<file path="src/rtl/cfg_srom_pkg.sv">
package cfg_srom_pkg;
   // Stored word at a given word address, before truncation to the word width.
   function automatic logic [31:0] pattern_word(input logic [31:0] addr,
                                                input int unsigned mult,
                                                input int unsigned seed);
      return addr * mult + seed;
   endfunction
endpackage

</file>
<file path="src/rtl/cfg_srom_ctr.sv">
module cfg_srom_ctr #(
   parameter int unsigned WORD_W = 8,
   parameter int unsigned NWORDS = 131072,
   parameter int unsigned ADDR_W = 18,
   parameter int unsigned BIT_W  = 3
) (
   input  logic              clk,
   input  logic              clr,
   input  logic              step,
   output logic [ADDR_W-1:0] addr,
   output logic [BIT_W-1:0]  bitp,
   output logic              done
);
   localparam logic [ADDR_W-1:0] LAST_ADDR = ADDR_W'(NWORDS);
   localparam logic [BIT_W-1:0]  LAST_BIT  = BIT_W'(WORD_W - 1);

   assign done = (addr == LAST_ADDR);

   always_ff @(posedge clk) begin
      if (clr) begin
         addr <= '0;
         bitp <= '0;
      end else if (step && !done) begin
         if (bitp == LAST_BIT) begin
            bitp <= '0;
            addr <= addr + 1'b1;
         end else begin
            bitp <= bitp + 1'b1;
         end
      end
   end
endmodule

</file>
<file path="src/rtl/cfg_srom_bitsel.sv">
module cfg_srom_bitsel #(
   parameter int unsigned WORD_W    = 8,
   parameter int unsigned ADDR_W    = 18,
   parameter int unsigned BIT_W     = 3,
   parameter bit          MSB_FIRST = 1'b1,
   parameter int unsigned MULT      = 37,
   parameter int unsigned SEED      = 90
) (
   input  logic [ADDR_W-1:0] addr,
   input  logic [BIT_W-1:0]  bitp,
   output logic              bit_o
);
   localparam logic [BIT_W-1:0] TOP_POS = BIT_W'(WORD_W - 1);

   logic [31:0]       word_full;
   logic [WORD_W-1:0] word;

   assign word_full = cfg_srom_pkg::pattern_word(32'(addr), MULT, SEED);
   assign word      = word_full[WORD_W-1:0];

   generate
      if (MSB_FIRST) begin : g_msb
         assign bit_o = word[TOP_POS - bitp];
      end else begin : g_lsb
         assign bit_o = word[bitp];
      end
   endgenerate
endmodule

</file>
<file path="src/rtl/cfg_srom_gate.sv">
module cfg_srom_gate #(
   parameter bit RST_HIGH = 1'b1
) (
   input  logic ce_n,
   input  logic rst_oe,
   input  logic done,
   output logic rst_act,
   output logic step,
   output logic oe,
   output logic ceo_n
);
   generate
      if (RST_HIGH) begin : g_rst_hi
         assign rst_act = rst_oe;
      end else begin : g_rst_lo
         assign rst_act = ~rst_oe;
      end
   endgenerate

   assign step  = ~ce_n & ~rst_act;
   assign oe    = step & ~done;
   assign ceo_n = ~(step & done);
endmodule

</file>
<file path="src/rtl/cfg_serial_rom.sv">
module cfg_serial_rom #(
   parameter int unsigned CAP_BITS  = 1048576,
   parameter int unsigned WORD_W    = 8,
   parameter bit          MSB_FIRST = 1'b1,
   parameter bit          RST_HIGH  = 1'b1,
   parameter int unsigned MULT      = 37,
   parameter int unsigned SEED      = 90
) (
   input  logic clk,
   input  logic ce_n,
   input  logic rst_oe,
   output logic data,
   output logic data_oe,
   output logic ceo_n
);
   localparam int unsigned NWORDS = CAP_BITS / WORD_W;
   localparam int unsigned ADDR_W = $clog2(NWORDS + 1);
   localparam int unsigned BIT_W  = $clog2(WORD_W);

   initial begin
      assert (WORD_W >= 2 && WORD_W <= 32 && (1 << BIT_W) == WORD_W)
         else $error("WORD_W must be a power of two from 2 to 32");
      assert (CAP_BITS >= WORD_W && CAP_BITS % WORD_W == 0)
         else $error("CAP_BITS must be a nonzero multiple of WORD_W");
   end

   logic              rst_act;
   logic              step;
   logic              done;
   logic              oe;
   logic              cur_bit;
   logic [ADDR_W-1:0] addr;
   logic [BIT_W-1:0]  bitp;

   cfg_srom_gate #(.RST_HIGH(RST_HIGH)) u_gate (
      .ce_n(ce_n), .rst_oe(rst_oe), .done(done),
      .rst_act(rst_act), .step(step), .oe(oe), .ceo_n(ceo_n)
   );

   cfg_srom_ctr #(.WORD_W(WORD_W), .NWORDS(NWORDS), .ADDR_W(ADDR_W), .BIT_W(BIT_W)) u_ctr (
      .clk(clk), .clr(rst_act), .step(step),
      .addr(addr), .bitp(bitp), .done(done)
   );

   cfg_srom_bitsel #(.WORD_W(WORD_W), .ADDR_W(ADDR_W), .BIT_W(BIT_W),
                     .MSB_FIRST(MSB_FIRST), .MULT(MULT), .SEED(SEED)) u_sel (
      .addr(addr), .bitp(bitp), .bit_o(cur_bit)
   );

   assign data_oe = oe;
   assign data    = oe & cur_bit;
endmodule

</file>
<file path="config.mk">
export PLATFORM = sky130hd
export DESIGN_NAME = cfg_serial_rom
export DESIGN_NICKNAME = d
export VERILOG_FILES = /design/src/rtl/cfg_srom_pkg.sv /design/src/rtl/cfg_srom_ctr.sv /design/src/rtl/cfg_srom_bitsel.sv /design/src/rtl/cfg_srom_gate.sv /design/src/rtl/cfg_serial_rom.sv
export SDC_FILE = /design/constraint.sdc
export NUM_CORES = 1
export LEC_CHECK = 0
export ABC_AREA = 0
export BUFFER_PORTS_ARGS = -buffer_cell sky130_fd_sc_hd__buf_2
export CAP_MARGIN = 40
export CORE_AREA = 10 10 70 72
export DETAILED_ROUTE_END_ITERATION = 16
export DIE_AREA = 0 0 80 82
export GPL_ROUTABILITY_DRIVEN = 1
export HOLD_SLACK_MARGIN = 0.15
export MAX_ROUTING_LAYER = met4
export PLACE_DENSITY = 0.63
export REMOVE_ABC_BUFFERS = 1
export SYNTH_ARGS = -nofsm -noshare
export SYNTH_HDL_FRONTEND = slang
export SYNTH_SLANG_ARGS = --single-unit
export TNS_END_PERCENT = 50
</file>
<file path="constraint.sdc">
create_clock -name clk -period 3.3 [get_ports clk]
set_input_delay 0.33 -clock clk [delete_from_list [all_inputs] [get_ports clk]]
set_output_delay 0.33 -clock clk [all_outputs]
set_load 0.005 [all_outputs]
</file>
-- Word-level counts from Yosys, hierarchy flattened
Index checks and enable logic that the tools add are counted.
- add/sub/neg operators: 4
- $mul: 1
- magnitude comparators: 1
- eq/ne operators: 2
- muxes and demuxes: 3
- bitwise logic cells: 8
- reductions and logical operators: 3
- operator list (kind ; number):
    18-bit by 1-bit adder with 18-bit output (second input constant) ; 1
    18-bit equality test (second input constant) ; 1
    18-bit by 6-bit multiplier with 8-bit output (second input constant) ; 1
    8-bit by 7-bit adder with 8-bit output (second input constant) ; 1
    1-bit AND ; 4
    3-bit by 4-bit less-than comparator with 1-bit output (second input constant) ; 1
    1-bit inverter ; 4
    3-bit by 1-bit adder with 3-bit output (second input constant) ; 1
    1-bit binary-select mux with 3-bit select ; 1
    3-bit equality test (second input constant) ; 1
    3-bit two-way mux ; 1
    3-bit subtractor (first input constant) ; 1
    2-bit AND reduction ; 1
    1-bit logical AND ; 1
    1-bit zero test ; 1
    1-bit two-way mux ; 1
- flip-flop bits (word level): 21
- input port bits: 3
- output and inout port bits: 3

-- Depth between registers and ports, before layout
- depth in word-level cells: 5
- gate-level depth with buffers: 11

-- By module
Synthesis repeated with hierarchy kept, for this count alone.
- cells, all modules: 177
- area total of the unflattened synthesis: 1579.0 um2
- modules (own cells, without submodules) (module ; instances ; cells an instance ; area each (um2) ; seq. area each (um2)):
    cfg_srom_ctr ; 1 ; 125 ; 1098.6 ; 420.4
    cfg_srom_bitsel ; 1 ; 47 ; 449.2 ; 0.0
    cfg_srom_gate ; 1 ; 4 ; 25.0 ; 0.0
    cfg_serial_rom ; 1 ; 1 ; 6.3 ; 0.0

-- Least setup slack after synthesis
No wires, ideal clock.
- path kind: reg2out
- from: reg u_ctr.addr[1]
- to: out data
- arrival time: 2.612 ns
- data required time: 2.970 ns
- setup slack: 0.358 ns
- cell stages (with the launch flop): 11
- buffers on the path: 0
- path through: dfxtp_1 > inv_1 > ha_1 > inv_1 > fa_1 > inv_1 > fa_1 > ha_1 > xor2_1 > o211ai_1 > a32o_1
- cells in the longest elaborated chain, start to end: 5
- elaborated cells on any way between the ends: 8
- RTL lines (what ; line ; RTL):
    start, declared ; cfg_srom_ctr.sv:10 ; output logic [ADDR_W-1:0] addr,
    start signal, assigned ; cfg_srom_ctr.sv:26 ; addr <= addr + 1'b1;
    18-bit by 6-bit multiplier with 8-bit output ; cfg_srom_pkg.sv:6 ; return addr * mult + seed;
    8-bit by 7-bit adder with 8-bit output ; cfg_srom_pkg.sv:6 ;
    1-bit binary-select mux with 3-bit select ; cfg_srom_bitsel.sv:23 ; assign bit_o = word[TOP_POS - bitp];
    1-bit two-way mux (not written as such) ; cfg_srom_bitsel.sv:23 ;
    1-bit AND * ; cfg_serial_rom.sv:51 ; assign data = oe & cur_bit;
    end, declared ; cfg_serial_rom.sv:12 ; output logic data,
Every way passes the cells marked *; elsewhere a longest branch is shown, timed or not. The select of a mux whose other input is x is not followed.

-- Worst setup path after layout
- from: reg u_ctr.addr[3]
- to: out data
The elaborated chain is that of the path after synthesis.

==> run metrics <==
status=finished clean; Seq/Total Area, Yosys=27.12%; most common cell after layout, fill and taps aside=dfxtp_1; hold_buf cts=0; Main synth FF type=dfxtp_1; fill count=359; CTS tree=done; initial antenna violation count=0; reg-to-reg setup timing slack=1.17 ns; pre-CTS setup slack=slightly below 0.2 ns; Pre-Repair DR Iteration Count=4; CP Class=flop to output port; vias=1,312; vias in the first global route=1,262; Via-to-Cell Ratio=between 5 and 6; Internal=0.3091 mW; Slew Viols, Final=0; I/O pin count=6; WL per Instance=roughly 14 um; Die Area=6560 um2; TritonCTS Buffers=3; Core Region=3578 um2; clk sink count=21; Routed Antenna Nets=0; Placed Cells=232; Die Height=82 um; gpl congestion=0.8250; RSZ-0062 raised after global routing=true; Clock Power Share=31.5%; Finished Layout Cells=237; Die X=~80 um; CP max FO=2; nets@finish=between 200 and 250; setup violators final=0; relative slew slack=74.82%; drt initial violations=69; worst-path cell chain=ha_4 > ha_4 > inv_2 > fa_1 > inv_1 > fa_2 > ha_4 > xor2_2 > o211ai_1 > a32o_1 > buf_2; Worst path max stage delay=0.55 ns; WP data arrival=2.97 ns; layout cells sized above 1=20.63%; Combinational Power Share=4.4%; maximum vdd drop=about 0.24 mV; asr flop ratio synth=0%; HP Class=input port to flop; # port buffers=5; leak pwr=0.6931 nW; clk_skew=0.004223 ns; area grow syn2layout=15.74%; largest net degree at the start of global routing=22; Tmin final=around 3.3 ns; Slowest-stage cell, CP=fa_2; family with the most delay on the worst path=adder cells; number of remaining DRC errors=0; CTS Buffer Depth=2; Critical Path Most Common Cell=ha_4; starting density of the core=a little over two fifths; Root Buffer=clkbuf_4; Routed WL=3339 um; Hold Slack=0.3846 ns; Worst-Skew Late Latency=0.31 ns; Inserted Diodes=0; Peak Freq=around 300 MHz; PwrDens=223.6 nW/um2; Register Area=425.4 um2; Cell Area, Synth=1550 um2; Tot GR Track Use=around 11%; Period Utilization, post-route=99.94%; WL met3=65 um; Worst-path clk slew=0.11 ns; setup ws final=0.002127 ns; most frequent cells in the layout=dfxtp_1 (17), nand2_1 (15), nor2_1 (15), ha_1 (14), xnor2_1 (13); register bit total from synthesis=21; top sig layer=met4; M1 WL=roughly 1500 um; synth warn=0; Net Sw Power=slightly above 0.09 mW; CP startpoint kind=flop; Max H-tree Level=1; critical path required time=just under 3 ns; post-synthesis cell type count=42; Max Cap Violations=0; # rows=22; met2 wire len=between 1500 and 2000 um; Net Sw Frac=roughly 23%; multi-input combinational cell area=1152 um2; Gate Count Post-Synth=177; Final HPWL DP=2497 um; Mean Syn Cell Area=8.758 um2; WP buf/inv=3; aggregate global routing overflow=0; Crit. End Element=output port; total power=about 0.4 mW; EDFF count, synth=0; Reg power frac=64.2%; Hold Fails Final Rpt=0; first-pass GRT wire length=5740 um; Slew @ Worst Pin=0.3776 ns
layer usage:
layer	global-route usage [%]	up-vias
li1	-	660
met1	13.11	632
met2	18.94	15
met3	1.310	5
met4	4.225	0
met5	-	-
power by group through the flow:
stage	Combinational [mW]	Clock (mW)	Sequential (mW)
4_1_cts	0.0175	0.133	0.257
3_3_place_gp	0.0168	0	0.263
2_1_floorplan	0.0102	0	0.262
5_1_grt	0.0198	0.142	0.258
6_report	0.0176	0.126	0.257
3_5_place_dp	0.0175	0	0.263
stage by stage:
step           utilization, %  cell area [um2]  setup TNS [ns]
6_report                50.14             1794               0
4_1_cts                 48.71             1743        -0.03681
2_1_floorplan               -             1526               0
3_5_place_dp            46.50             1664               0
5_1_grt                 50.14             1794         -0.1317
3_3_place_gp            46.50             1664               0
kinds of logic after synthesis:
logic type	after synthesis	share of synthesized area [%]
DFF	21	27.12
AOI/OAI and AO/OA	27	11.86
buffers and inverters	17	4.439
adders and majority gates	22	19.21
muxes	4	3.551
and+or+nand+nor	69	24.21
xor gates and xnor gates	17	9.605
area by class of cell:
| class | count | share of cell area [%] |
|---|---|---|
| sequential | 21 | 23.71 |
| clock buffer | 4 | 1.464 |
| timing repair buffer | 13 | 4.742 |
| inverter | 12 | 2.510 |
| tap | 48 | 3.347 |
| multi-input combinational | 139 | 64.23 |
registers in the layout, summed over array words and instances, names as in the netlist:
name,count
u_ctr.addr,18
u_ctr.bitp,3
worst paths after layout:
kind	startpoint	end	cells past startpoint
max	u_ctr.addr[3]	data	11
min	ce_n	u_ctr.bitp[1]	4
max reg2reg	u_ctr.addr[0]	u_ctr.addr[6]	9
min reg2reg	u_ctr.addr[17]	u_ctr.addr[17]	2
synth_stat cells (2+ instances only):
library cell	instances	area share (%)
and4_1	2	1.1
or3_1	2	0.81
fa_1	3	3.9
xor2_1	3	1.7
nand4_1	3	1.2
dfxtp_1	21	27
a21oi_1	7	2.3
o311ai_0	3	1.7
or2_2	2	0.81
clkbuf_1	3	0.73
ha_1	19	15
nor2_1	15	3.6
nor4b_1	2	1.1
nor4_1	6	2.4
a21o_1	2	0.97
xnor2_1	14	7.9
mux2_1	2	1.5
nand2_1	15	3.6
inv_1	12	2.9
o41ai_1	3	1.7
o21ai_0	5	1.6
nor3_1	6	1.9
nand3_1	8	2.6
worst min-delay path, cell delays in order:
cell	delay [ns]
buf_2	0.08
nor2_1	0.08
nand4b_1	0.10
a21oi_1	0.06
what timing repair did:
action | 4_1_cts | 5_1_grt
setup buffers | 1 | 0
gates resized for setup | 10 | 7
pin swaps | 9 | 4
gates cloned | 0 | 0
endpoints found under the setup margin | 1 | 1
No activity file was read; power rests on OpenSTA's default activity.
